<file path="config.mk">
export PLATFORM = sky130hd
export DESIGN_NAME = gpio_mux_ctrl
export DESIGN_NICKNAME = d
export VERILOG_FILES = /design/src/rtl/gpio_mux_pkg.sv /design/src/rtl/gpio_sync.sv /design/src/rtl/gpio_regs.sv /design/src/rtl/gpio_pinmux.sv /design/src/rtl/gpio_edge_irq.sv /design/src/rtl/gpio_mux_ctrl.sv
export SDC_FILE = /design/constraint.sdc
export NUM_CORES = 1
export LEC_CHECK = 0
export BUFFER_PORTS_ARGS = -buffer_cell sky130_fd_sc_hd__buf_2
export CORE_ASPECT_RATIO = 0.75
export CORE_MARGIN = 10
export CORE_UTILIZATION = 50
export CTS_CLUSTER_SIZE = 14
export DETAILED_ROUTE_END_ITERATION = 12
export PLACE_DENSITY = 0.79
export SKIP_LAST_GASP = 1
export SLEW_MARGIN = 20
export SYNTH_ARGS = -nofsm -noshare
export SYNTH_HDL_FRONTEND = slang
export SYNTH_HIERARCHICAL = 1
export SYNTH_SLANG_ARGS = --single-unit
</file>
<file path="constraint.sdc">
create_clock -name clk_i -period 3.4 [get_ports clk_i]
set_clock_uncertainty 0.2 [all_clocks]
set_input_delay 0.34 -clock clk_i [delete_from_list [all_inputs] [get_ports clk_i]]
set_output_delay 0.34 -clock clk_i [all_outputs]
set_load 0.01 [all_outputs]
</file>
<file path="src/rtl/gpio_mux_pkg.sv">
package gpio_mux_pkg;

  localparam int BANK_W = 16;

  localparam logic [7:0] ADR_CTRL = 8'h1C;
  localparam logic [7:0] ADR_OUT0 = 8'h1E;
  localparam logic [7:0] ADR_DIR0 = 8'h20;
  localparam logic [7:0] ADR_DIR1 = 8'h22;
  localparam logic [7:0] ADR_OUT1 = 8'h24;
  localparam logic [7:0] ADR_IN0  = 8'h28;
  localparam logic [7:0] ADR_IN1  = 8'h2A;
  localparam logic [7:0] ADR_IEN  = 8'h2C;
  localparam logic [7:0] ADR_ISTS = 8'h2E;

  localparam int CB_HSS = 7;
  localparam int CB_SPI = 5;
  localparam int CB_OVR = 4;
  localparam int CB_POL = 1;
  localparam int CB_LEN = 0;

  localparam logic [BANK_W-1:0] CTRL_MASK  = 16'h00B3;
  localparam logic [BANK_W-1:0] BANK1_MASK = 16'hE1F8;

  localparam int P_SCK    = 8;
  localparam int P_MOSI   = 9;
  localparam int P_MISO   = 10;
  localparam int P_SS     = 11;
  localparam int P_TXD    = 12;
  localparam int P_RXD    = 13;
  localparam int P_RTS    = 14;
  localparam int P_CTS    = 15;
  localparam int P_SS_ALT = 15;

  typedef struct packed {
    logic hss_en;
    logic spi_en;
    logic ovr_en;
    logic pol_rise;
    logic loc_en;
  } ctrl_t;

  function automatic ctrl_t decode_ctrl(input logic [BANK_W-1:0] r);
    ctrl_t c;
    c.hss_en   = r[CB_HSS];
    c.spi_en   = r[CB_SPI];
    c.ovr_en   = r[CB_OVR];
    c.pol_rise = r[CB_POL];
    c.loc_en   = r[CB_LEN];
    return c;
  endfunction

  function automatic logic [BANK_W-1:0] bank_mask(input int b);
    return (b == 0) ? {BANK_W{1'b1}} : BANK1_MASK;
  endfunction

  function automatic logic [7:0] out_addr(input int b);
    return (b == 0) ? ADR_OUT0 : ADR_OUT1;
  endfunction

  function automatic logic [7:0] dir_addr(input int b);
    return (b == 0) ? ADR_DIR0 : ADR_DIR1;
  endfunction

  function automatic logic [7:0] in_addr(input int b);
    return (b == 0) ? ADR_IN0 : ADR_IN1;
  endfunction

endpackage

</file>
<file path="src/rtl/gpio_sync.sv">
module gpio_sync #(
  parameter int W      = 32,
  parameter int STAGES = 2
) (
  input  logic         clk_i,
  input  logic         rst_ni,
  input  logic [W-1:0] d_i,
  output logic [W-1:0] q_o
);
  logic [W-1:0] stg_q [STAGES];
  logic [W-1:0] stg_d [STAGES];

  always_comb begin
    stg_d[0] = d_i;
    for (int i = 1; i < STAGES; i++) stg_d[i] = stg_q[i-1];
  end

  always_ff @(posedge clk_i or negedge rst_ni) begin
    if (!rst_ni) begin
      for (int i = 0; i < STAGES; i++) stg_q[i] <= '0;
    end else begin
      for (int i = 0; i < STAGES; i++) stg_q[i] <= stg_d[i];
    end
  end

  assign q_o = stg_q[STAGES-1];
endmodule

</file>
<file path="src/rtl/gpio_regs.sv">
module gpio_regs
  import gpio_mux_pkg::*;
#(
  parameter int NBANK  = 2,
  parameter int ADDR_W = 8,
  localparam int NPINS = NBANK * BANK_W
) (
  input  logic              clk_i,
  input  logic              rst_ni,
  input  logic [ADDR_W-1:0] addr_i,
  input  logic              wr_en_i,
  input  logic [BANK_W-1:0] wdata_i,
  input  logic [NPINS-1:0]  in_sync_i,
  input  logic              sts_i,
  output logic [BANK_W-1:0] rdata_o,
  output logic [NPINS-1:0]  out_q_o,
  output logic [NPINS-1:0]  dir_q_o,
  output ctrl_t             cfg_o,
  output logic              glb_en_o,
  output logic              sts_clr_o
);
  logic [BANK_W-1:0] ctrl_q, ctrl_d;
  logic              ctrl_we;
  logic              glb_q, glb_d, glb_we;

  for (genvar b = 0; b < NBANK; b++) begin : g_bank
    logic [BANK_W-1:0] out_q, out_d, dir_q, dir_d;
    logic              out_we, dir_we;

    always_comb begin
      out_we = wr_en_i && (addr_i == ADDR_W'(out_addr(b)));
      dir_we = wr_en_i && (addr_i == ADDR_W'(dir_addr(b)));
      out_d  = wdata_i & bank_mask(b);
      dir_d  = wdata_i & bank_mask(b);
    end

    always_ff @(posedge clk_i or negedge rst_ni) begin
      if (!rst_ni) begin
        out_q <= '0;
        dir_q <= '0;
      end else begin
        if (out_we) out_q <= out_d;
        if (dir_we) dir_q <= dir_d;
      end
    end

    assign out_q_o[b*BANK_W +: BANK_W] = out_q;
    assign dir_q_o[b*BANK_W +: BANK_W] = dir_q;
  end

  always_comb begin
    ctrl_we   = wr_en_i && (addr_i == ADDR_W'(ADR_CTRL));
    ctrl_d    = wdata_i & CTRL_MASK;
    glb_we    = wr_en_i && (addr_i == ADDR_W'(ADR_IEN));
    glb_d     = wdata_i[0];
    sts_clr_o = wr_en_i && (addr_i == ADDR_W'(ADR_ISTS)) && wdata_i[0];
  end

  always_ff @(posedge clk_i or negedge rst_ni) begin
    if (!rst_ni) begin
      ctrl_q <= '0;
      glb_q  <= 1'b0;
    end else begin
      if (ctrl_we) ctrl_q <= ctrl_d;
      if (glb_we)  glb_q  <= glb_d;
    end
  end

  assign cfg_o    = decode_ctrl(ctrl_q);
  assign glb_en_o = glb_q;

  always_comb begin
    rdata_o = '0;
    if (addr_i == ADDR_W'(ADR_CTRL)) rdata_o = ctrl_q;
    if (addr_i == ADDR_W'(ADR_IEN))  rdata_o = {{(BANK_W-1){1'b0}}, glb_q};
    if (addr_i == ADDR_W'(ADR_ISTS)) rdata_o = {{(BANK_W-1){1'b0}}, sts_i};
    for (int b = 0; b < NBANK; b++) begin
      if (addr_i == ADDR_W'(out_addr(b))) rdata_o = out_q_o[b*BANK_W +: BANK_W];
      if (addr_i == ADDR_W'(dir_addr(b))) rdata_o = dir_q_o[b*BANK_W +: BANK_W];
      if (addr_i == ADDR_W'(in_addr(b)))  rdata_o = in_sync_i[b*BANK_W +: BANK_W];
    end
  end
endmodule

</file>
<file path="src/rtl/gpio_pinmux.sv">
module gpio_pinmux
  import gpio_mux_pkg::*;
#(
  parameter int NPINS = 32
) (
  input  ctrl_t            cfg_i,
  input  logic [NPINS-1:0] gpio_o_i,
  input  logic [NPINS-1:0] gpio_oe_i,
  input  logic             sck_pin_i,
  input  logic             mosi_pin_i,
  input  logic             ss_pin_i,
  input  logic             ss_alt_pin_i,
  input  logic             rxd_pin_i,
  input  logic             cts_pin_i,
  input  logic             hss_txd_i,
  input  logic             hss_rts_i,
  input  logic             spi_miso_i,
  output logic [NPINS-1:0] pin_o,
  output logic [NPINS-1:0] pin_oe_o,
  output logic             hss_rxd_o,
  output logic             hss_cts_o,
  output logic             spi_sck_o,
  output logic             spi_mosi_o,
  output logic             spi_ss_n_o
);
  always_comb begin
    pin_o      = gpio_o_i;
    pin_oe_o   = gpio_oe_i;
    hss_rxd_o  = 1'b1;
    hss_cts_o  = 1'b1;
    spi_sck_o  = 1'b0;
    spi_mosi_o = 1'b0;
    spi_ss_n_o = 1'b1;

    if (cfg_i.hss_en) begin
      pin_o[P_TXD]    = hss_txd_i;
      pin_oe_o[P_TXD] = 1'b1;
      pin_o[P_RTS]    = hss_rts_i;
      pin_oe_o[P_RTS] = 1'b1;
      pin_o[P_RXD]    = 1'b0;
      pin_oe_o[P_RXD] = 1'b0;
      pin_o[P_CTS]    = 1'b0;
      pin_oe_o[P_CTS] = 1'b0;
      hss_rxd_o       = rxd_pin_i;
      hss_cts_o       = cts_pin_i;
    end

    if (cfg_i.spi_en) begin
      pin_o[P_SCK]     = 1'b0;
      pin_oe_o[P_SCK]  = 1'b0;
      pin_o[P_MOSI]    = 1'b0;
      pin_oe_o[P_MOSI] = 1'b0;
      pin_o[P_MISO]    = spi_miso_i;
      pin_oe_o[P_MISO] = 1'b1;
      spi_sck_o        = sck_pin_i;
      spi_mosi_o       = mosi_pin_i;
      if (cfg_i.ovr_en) begin
        pin_o[P_SS_ALT]    = 1'b0;
        pin_oe_o[P_SS_ALT] = 1'b0;
        spi_ss_n_o         = ss_alt_pin_i;
      end else begin
        pin_o[P_SS]    = 1'b0;
        pin_oe_o[P_SS] = 1'b0;
        spi_ss_n_o     = ss_pin_i;
      end
    end
  end
endmodule

</file>
<file path="src/rtl/gpio_edge_irq.sv">
module gpio_edge_irq
  import gpio_mux_pkg::*;
(
  input  logic  clk_i,
  input  logic  rst_ni,
  input  logic  lvl_i,
  input  ctrl_t cfg_i,
  input  logic  glb_en_i,
  input  logic  clr_i,
  output logic  sts_o,
  output logic  irq_o
);
  logic prev_q, sts_q, sts_d;
  logic rise, fall, hit, armed;

  always_comb begin
    rise  = lvl_i & ~prev_q;
    fall  = ~lvl_i & prev_q;
    hit   = cfg_i.pol_rise ? rise : fall;
    armed = cfg_i.loc_en & glb_en_i;
    sts_d = (sts_q & ~clr_i) | (hit & armed);
  end

  always_ff @(posedge clk_i or negedge rst_ni) begin
    if (!rst_ni) begin
      prev_q <= 1'b0;
      sts_q  <= 1'b0;
    end else begin
      prev_q <= lvl_i;
      sts_q  <= sts_d;
    end
  end

  assign sts_o = sts_q;
  assign irq_o = sts_q & armed;
endmodule

</file>
<file path="src/rtl/gpio_mux_ctrl.sv">
module gpio_mux_ctrl
  import gpio_mux_pkg::*;
#(
  parameter int NBANK       = 2,
  parameter int ADDR_W      = 8,
  parameter int SYNC_STAGES = 2,
  parameter int IRQ_PIN     = 0,
  localparam int NPINS      = NBANK * BANK_W
) (
  input  logic              clk_i,
  input  logic              rst_ni,
  input  logic [ADDR_W-1:0] addr_i,
  input  logic              wr_en_i,
  input  logic [BANK_W-1:0] wdata_i,
  output logic [BANK_W-1:0] rdata_o,
  input  logic [NPINS-1:0]  pin_i,
  output logic [NPINS-1:0]  pin_o,
  output logic [NPINS-1:0]  pin_oe_o,
  input  logic              hss_txd_i,
  input  logic              hss_rts_i,
  output logic              hss_rxd_o,
  output logic              hss_cts_o,
  input  logic              spi_miso_i,
  output logic              spi_sck_o,
  output logic              spi_mosi_o,
  output logic              spi_ss_n_o,
  output logic              irq_o
);
  logic [NPINS-1:0] in_sync, out_q, dir_q;
  ctrl_t            cfg;
  logic             glb_en, sts_clr, irq_sts;

  gpio_sync #(.W(NPINS), .STAGES(SYNC_STAGES)) u_sync (
    .clk_i (clk_i), .rst_ni(rst_ni), .d_i(pin_i), .q_o(in_sync)
  );

  gpio_regs #(.NBANK(NBANK), .ADDR_W(ADDR_W)) u_regs (
    .clk_i    (clk_i),
    .rst_ni   (rst_ni),
    .addr_i   (addr_i),
    .wr_en_i  (wr_en_i),
    .wdata_i  (wdata_i),
    .in_sync_i(in_sync),
    .sts_i    (irq_sts),
    .rdata_o  (rdata_o),
    .out_q_o  (out_q),
    .dir_q_o  (dir_q),
    .cfg_o    (cfg),
    .glb_en_o (glb_en),
    .sts_clr_o(sts_clr)
  );

  gpio_pinmux #(.NPINS(NPINS)) u_mux (
    .cfg_i       (cfg),
    .gpio_o_i    (out_q),
    .gpio_oe_i   (dir_q),
    .sck_pin_i   (pin_i[P_SCK]),
    .mosi_pin_i  (pin_i[P_MOSI]),
    .ss_pin_i    (pin_i[P_SS]),
    .ss_alt_pin_i(pin_i[P_SS_ALT]),
    .rxd_pin_i   (pin_i[P_RXD]),
    .cts_pin_i   (pin_i[P_CTS]),
    .hss_txd_i   (hss_txd_i),
    .hss_rts_i   (hss_rts_i),
    .spi_miso_i  (spi_miso_i),
    .pin_o       (pin_o),
    .pin_oe_o    (pin_oe_o),
    .hss_rxd_o   (hss_rxd_o),
    .hss_cts_o   (hss_cts_o),
    .spi_sck_o   (spi_sck_o),
    .spi_mosi_o  (spi_mosi_o),
    .spi_ss_n_o  (spi_ss_n_o)
  );

  gpio_edge_irq u_irq (
    .clk_i   (clk_i),
    .rst_ni  (rst_ni),
    .lvl_i   (in_sync[IRQ_PIN]),
    .cfg_i   (cfg),
    .glb_en_i(glb_en),
    .clr_i   (sts_clr),
    .sts_o   (irq_sts),
    .irq_o   (irq_o)
  );
endmodule

</file>
### After elaboration in Yosys (flattened, before gate mapping)

Index checks and enable logic that the tools add are counted.

* bitwise gates (word level): 10
* muxes and demuxes: 26
* equal/unequal tests: 9
* reduce and logical (&&, ||, !) cells: 8

Operators with widths (number)
* 16-bit two-way mux: 8
* 8-bit by 6-bit equality test with 1-bit output (second input constant): 7
* 8-bit by 5-bit equality test with 1-bit output (second input constant): 2
* 4-bit two-way mux: 4
* 1-bit two-way mux: 13
* 1-bit logical AND: 8
* 8-bit two-way mux: 1
* 1-bit bitwise AND: 6
* 1-bit inverter: 3
* 1-bit OR: 1

* output and inout port bits: 86
* bits in registers: 122

### Logic depth before layout (Yosys ltp)

* depth after elaboration: 10
* gate-level depth with buffers: 7
* depth with buffers taken out: 4

### By module

The synthesis kept the hierarchy.

By module, submodules not included
* gpio_regs: times used 1, area an instance 3295.7 µm², seq. area each 1401.3 µm², cells an instance 296
* gpio_sync: times used 1, area an instance 1601.5 µm², seq. area each 1601.5 µm², cells an instance 64
* gpio_pinmux: times used 1, area an instance 543.0 µm², seq. area each 0.0 µm², cells an instance 73
* gpio_edge_irq: times used 1, area an instance 91.3 µm², seq. area each 50.0 µm², cells an instance 9

### Worst setup path before layout

OpenSTA, ideal clock, no wires.

* path type: input to output
* start point: input addr_i[7]
* end point: output rdata_o[15]
* stages on the path: 6
* buffers on the path: 2
* arrival: 1.902 ns
* slack: 0.958 ns
* cells stage by stage: or4b_1 > clkbuf_1 > clkbuf_1 > nor2_1 > nand2_1 > a221oi_1

* longest elaborated chain between the ends: 8
* elaborated cells between the ends (all ways): 14

RTL lines
* from (decl): RTL line gpio_mux_ctrl.sv:12 `input logic [ADDR_W-1:0] addr_i,`
* 8-bit by 6-bit equality test with 1-bit output: RTL line gpio_regs.sv:76 `if (addr_i == ADDR_W'(ADR_ISTS)) rdata_o = {{(BANK_W-1){1'b0}}, sts_i};`
* 16-bit two-way mux: RTL line gpio_regs.sv:76
* 16-bit two-way mux: RTL line gpio_regs.sv:78 `if (addr_i == ADDR_W'(out_addr(b))) rdata_o = out_q_o[b*BANK_W +: BANK_W];`
* 16-bit two-way mux: RTL line gpio_regs.sv:79 `if (addr_i == ADDR_W'(dir_addr(b))) rdata_o = dir_q_o[b*BANK_W +: BANK_W];`
* 16-bit two-way mux: RTL line gpio_regs.sv:80 `if (addr_i == ADDR_W'(in_addr(b))) rdata_o = in_sync_i[b*BANK_W +: BANK_W];`
* 16-bit two-way mux: RTL line gpio_regs.sv:78
* 16-bit two-way mux: RTL line gpio_regs.sv:79
* 16-bit two-way mux (*): RTL line gpio_regs.sv:80
* to (decl): RTL line gpio_mux_ctrl.sv:15 `output logic [BANK_W-1:0] rdata_o,`

Every way passes the cells marked *; elsewhere a longest branch is shown, timed or not.

### Worst setup path in the final report

* start point: input addr_i[7]
* end point: output rdata_o[8]

The elaborated chain is that of the path after synthesis.

==> run metrics <==
crit path capture type=primary output; DR iter-0 viols=~420; clk slew on worst S/H paths=60 ps; Fillers=813; via/cell ratio=5.30; Final period util=0.841; f_max=350 MHz; Slew @ Worst Pin=644 ps; post-synthesis cell type count=52; simple-gate share of the synthesized area=0.0914; die height=111 um; mux share of post-synthesis cell area=0.160; Worst path most repeated cell=buf_2; ant diodes=0; number of CTS-inserted buffers=17; FP Rows=33; first-pass GRT wire length=between 20000 and 25000 um; layout cells sized above 1=0.426; initial antenna violation count=0; RSZ-0062 raised after global routing=false; port bufs=133; worst-skew pair later-pin latency=410 ps; area fraction in compound gates after synthesis=0.0755; Hold Vio Cnt, Final=0; Die Wd=141 um; htree depth=4; TritonRoute pass-1 iters=6; CTS Sinks=122; CP Data Arrival Time=2320 ps; CTS max path bufs=2; nets=638; Syn Area/Cell=12.5 sq um; Adder-Cell Fraction of Synth Area=0; largest net degree at the start of global routing=80; Worst EP required=2860 ps; Hold Crit Class=in2reg; Max stage delay cell, worst path=or4b_4; starting density of the core=0.509; Mapped Area=roughly 5500 sq um; largest family of logic cells by synthesized area=multiplexers; io pins=148; crit path max fanout=6; crit-path leading delay family=simple AND/OR/NAND/NOR gates; WL/cell=between 20 and 25 um; Final TNS setup=0 ps; status=completed; area grow syn2layout=24.0%; Final Max Tran Viols=0; DRC errors left=0; post-CTS resize count=0; Pleak=roughly 3.4 nW; post-layout min period=2860 ps; Buffers & Inverters on Critical Path=2; # setup viols final=0; area occupied by multi-input gates=1860 sq um; Post-Place Cell Area=around 5900 sq um; XOR/XNOR Fraction of Synth Area=0; routed vias=3862; Overflow after GRT=0; Max rail drop VDD=330 uV; TritonCTS clock tree=built; yosys warns=6; Post-Syn Instances=442; area of the core=10900 sq um; ys flop type=dfrtp_1; path type of the worst setup path=in2out; final wirelength=14700 um; Max Cap Viol=0; Worst setup SP type=input port; Seq cells post-synth=around 120; die area=approximately 16000 sq um; Relative slew margins=0.569; register area=between 3000 and 4000 sq um; power per cell area=518 nW/um^2; sequential fraction of the synthesis area=0.552; largest stage delay on the critical path=580 ps; gpl congestion=~0.84; R2R setup slack=approximately 2200 ps; Total GRT Usage=0.186; Detailed Place HPWL=10400 um; fin area=6860 sq um; cells along the critical path=buf_2, or4b_4, nor2_1, a22oi_1, a221oi_1, buf_2; asr flop ratio synth=1.00; EDFF count, synth=0; Root Buffer=clkbuf_16; Post-DRT Antenna Nets=0; vias in the first global route=4227
-- timing repair --
| item | 4_1_cts | 5_1_grt |
|---|---|---|
| hold endpoints to repair | 90 | 1 |
| hold buffers | 40 | 1 |
| setup buffers | 0 | 0 |
-- area by class of cell --
cell class | count | area share
Multi-Input combinational cell | 239 | 0.271
Sequential cell | 122 | 0.445
Tap cell | 140 | 0.0255
Clock buffer | 19 | 0.0646
Inverter | 13 | 0.00712
Timing Repair Buffer | 183 | 0.169
Clock inverter | 13 | 0.0175
-- kinds of logic (layout without fill, tap and decap cells) --
kind of cell           count (synthesis)  after routing
flip-flops                           122            122
multiplexers                          80             80
AND/OR/NAND/NOR                       86             86
AO/OA/AOI/OAI                         59             59
buffers and inverters                 94            228
other                                  1             14
-- path summary, 6_finish.rpt --
check | startpoint | end | cells after the start
worst min-delay path | wdata_i[8] | u_regs/g_bank[1].dir_q[8] | 2
worst max-delay path | addr_i[7] | rdata_o[8] | 6
max in group asynchronous | rst_ni | u_regs/g_bank[0].dir_q[9] | 3
worst min register to register | u_sync/stg_d[7] | u_sync/q_o[7] | 0
worst max register to register | u_regs/ctrl_q[5] | u_regs/ctrl_q[5] | 1
min in group asynchronous | rst_ni | u_sync/q_o[4] | 2
-- metal layers --
layer / global-route usage / wire, um / vias up
met2: 0.289 / 6940 / 189
met1: 0.239 / 6340 / 1915
li1: - / - / 1734
met3: 0.0651 / 1200 / 24
met4: 0.0578 / 230 / 0
met5: 0 / 0 / -
-- synthesized netlist by cell type (2+ instances only) --
cell type,count,area [sq um]
buf_4,64,480
nor3_4,2,32.5
nand3_1,2,10.0
or2_1,3,18.8
nand3b_1,3,22.5
nor2b_1,9,56.3
inv_1,13,48.8
nor3_1,2,10.0
a221o_1,5,50.1
a221oi_1,5,43.8
or2b_1,2,15.0
or2_2,2,12.5
dfrtp_1,122,3050
nor2_1,23,86.3
clkbuf_1,10,37.5
o32a_2,3,33.8
clkbuf_8,2,27.5
nor4_1,2,12.5
nand2_1,14,52.6
a22oi_1,5,37.5
mux2_2,62,698
a211o_1,2,17.5
buf_6,2,22.5
and2_1,6,37.5
nand2b_1,5,31.3
mux2i_1,17,170
a21oi_1,12,60.1
o22a_2,2,20.0
o32ai_1,3,26.3
o21ai_0,16,80.1
-- metrics by stage --
step | hold slack (ps) | instances | power (W) | setup slack [ps] | utilization
2_1_floorplan | -156 | 455 | 0.00177 | 958 | -
3_3_place_gp | 133 | 656 | 0.00185 | 680 | 0.542
3_5_place_dp | 135 | 656 | 0.00186 | 591 | 0.542
4_1_cts | 0.688 | 728 | 0.00358 | 589 | 0.631
5_1_grt | 2.78 | 729 | 0.00368 | 496 | 0.632
6_report | 11.8 | 729 | 0.00355 | 540 | 0.632
-- flip-flops by register name, indices dropped and copies added (netlist names) --
register,count
u_irq/prev_q,1
u_sync/stg_d,32
u_sync/q_o,32
u_regs/g_bank.dir_q,25
u_irq/sts_o,1
u_regs/ctrl_q,5
u_regs/g_bank.out_q,25
u_regs/glb_en_o,1
-- power by group --
part / switching (W) / total, W / internal [W] / leakage (nW)
clock network: 0.000652 / 0.00168 / 0.00103 / 0.270
logic: 0.000162 / 0.000305 / 0.000144 / 1.63
registers: 0.0000436 / 0.00157 / 0.00152 / 1.54
-- layout by cell type (no fill, tap or decap), types with 3 or more instances in the layout --
master and instances:
conb_1 14, inv_1 13, nand2b_1 5, mux2_2 62, buf_2 132, a21oi_1 12
clkinv_2 3, buf_4 9, and2_1 6, a221o_1 5, nor2b_1 9, o21ai_0 16
o32a_2 3, mux2i_1 17, o32ai_1 3, clkinvlp_4 3, dfrtp_1 122, or2_1 3
nand2_1 14, nor2_1 23, nand3b_1 3, a221oi_1 5, dlygate4sd3_1 41, clkbuf_16 17
a22oi_1 5, clkinv_4 4
Power figures use the tool's default switching activity.
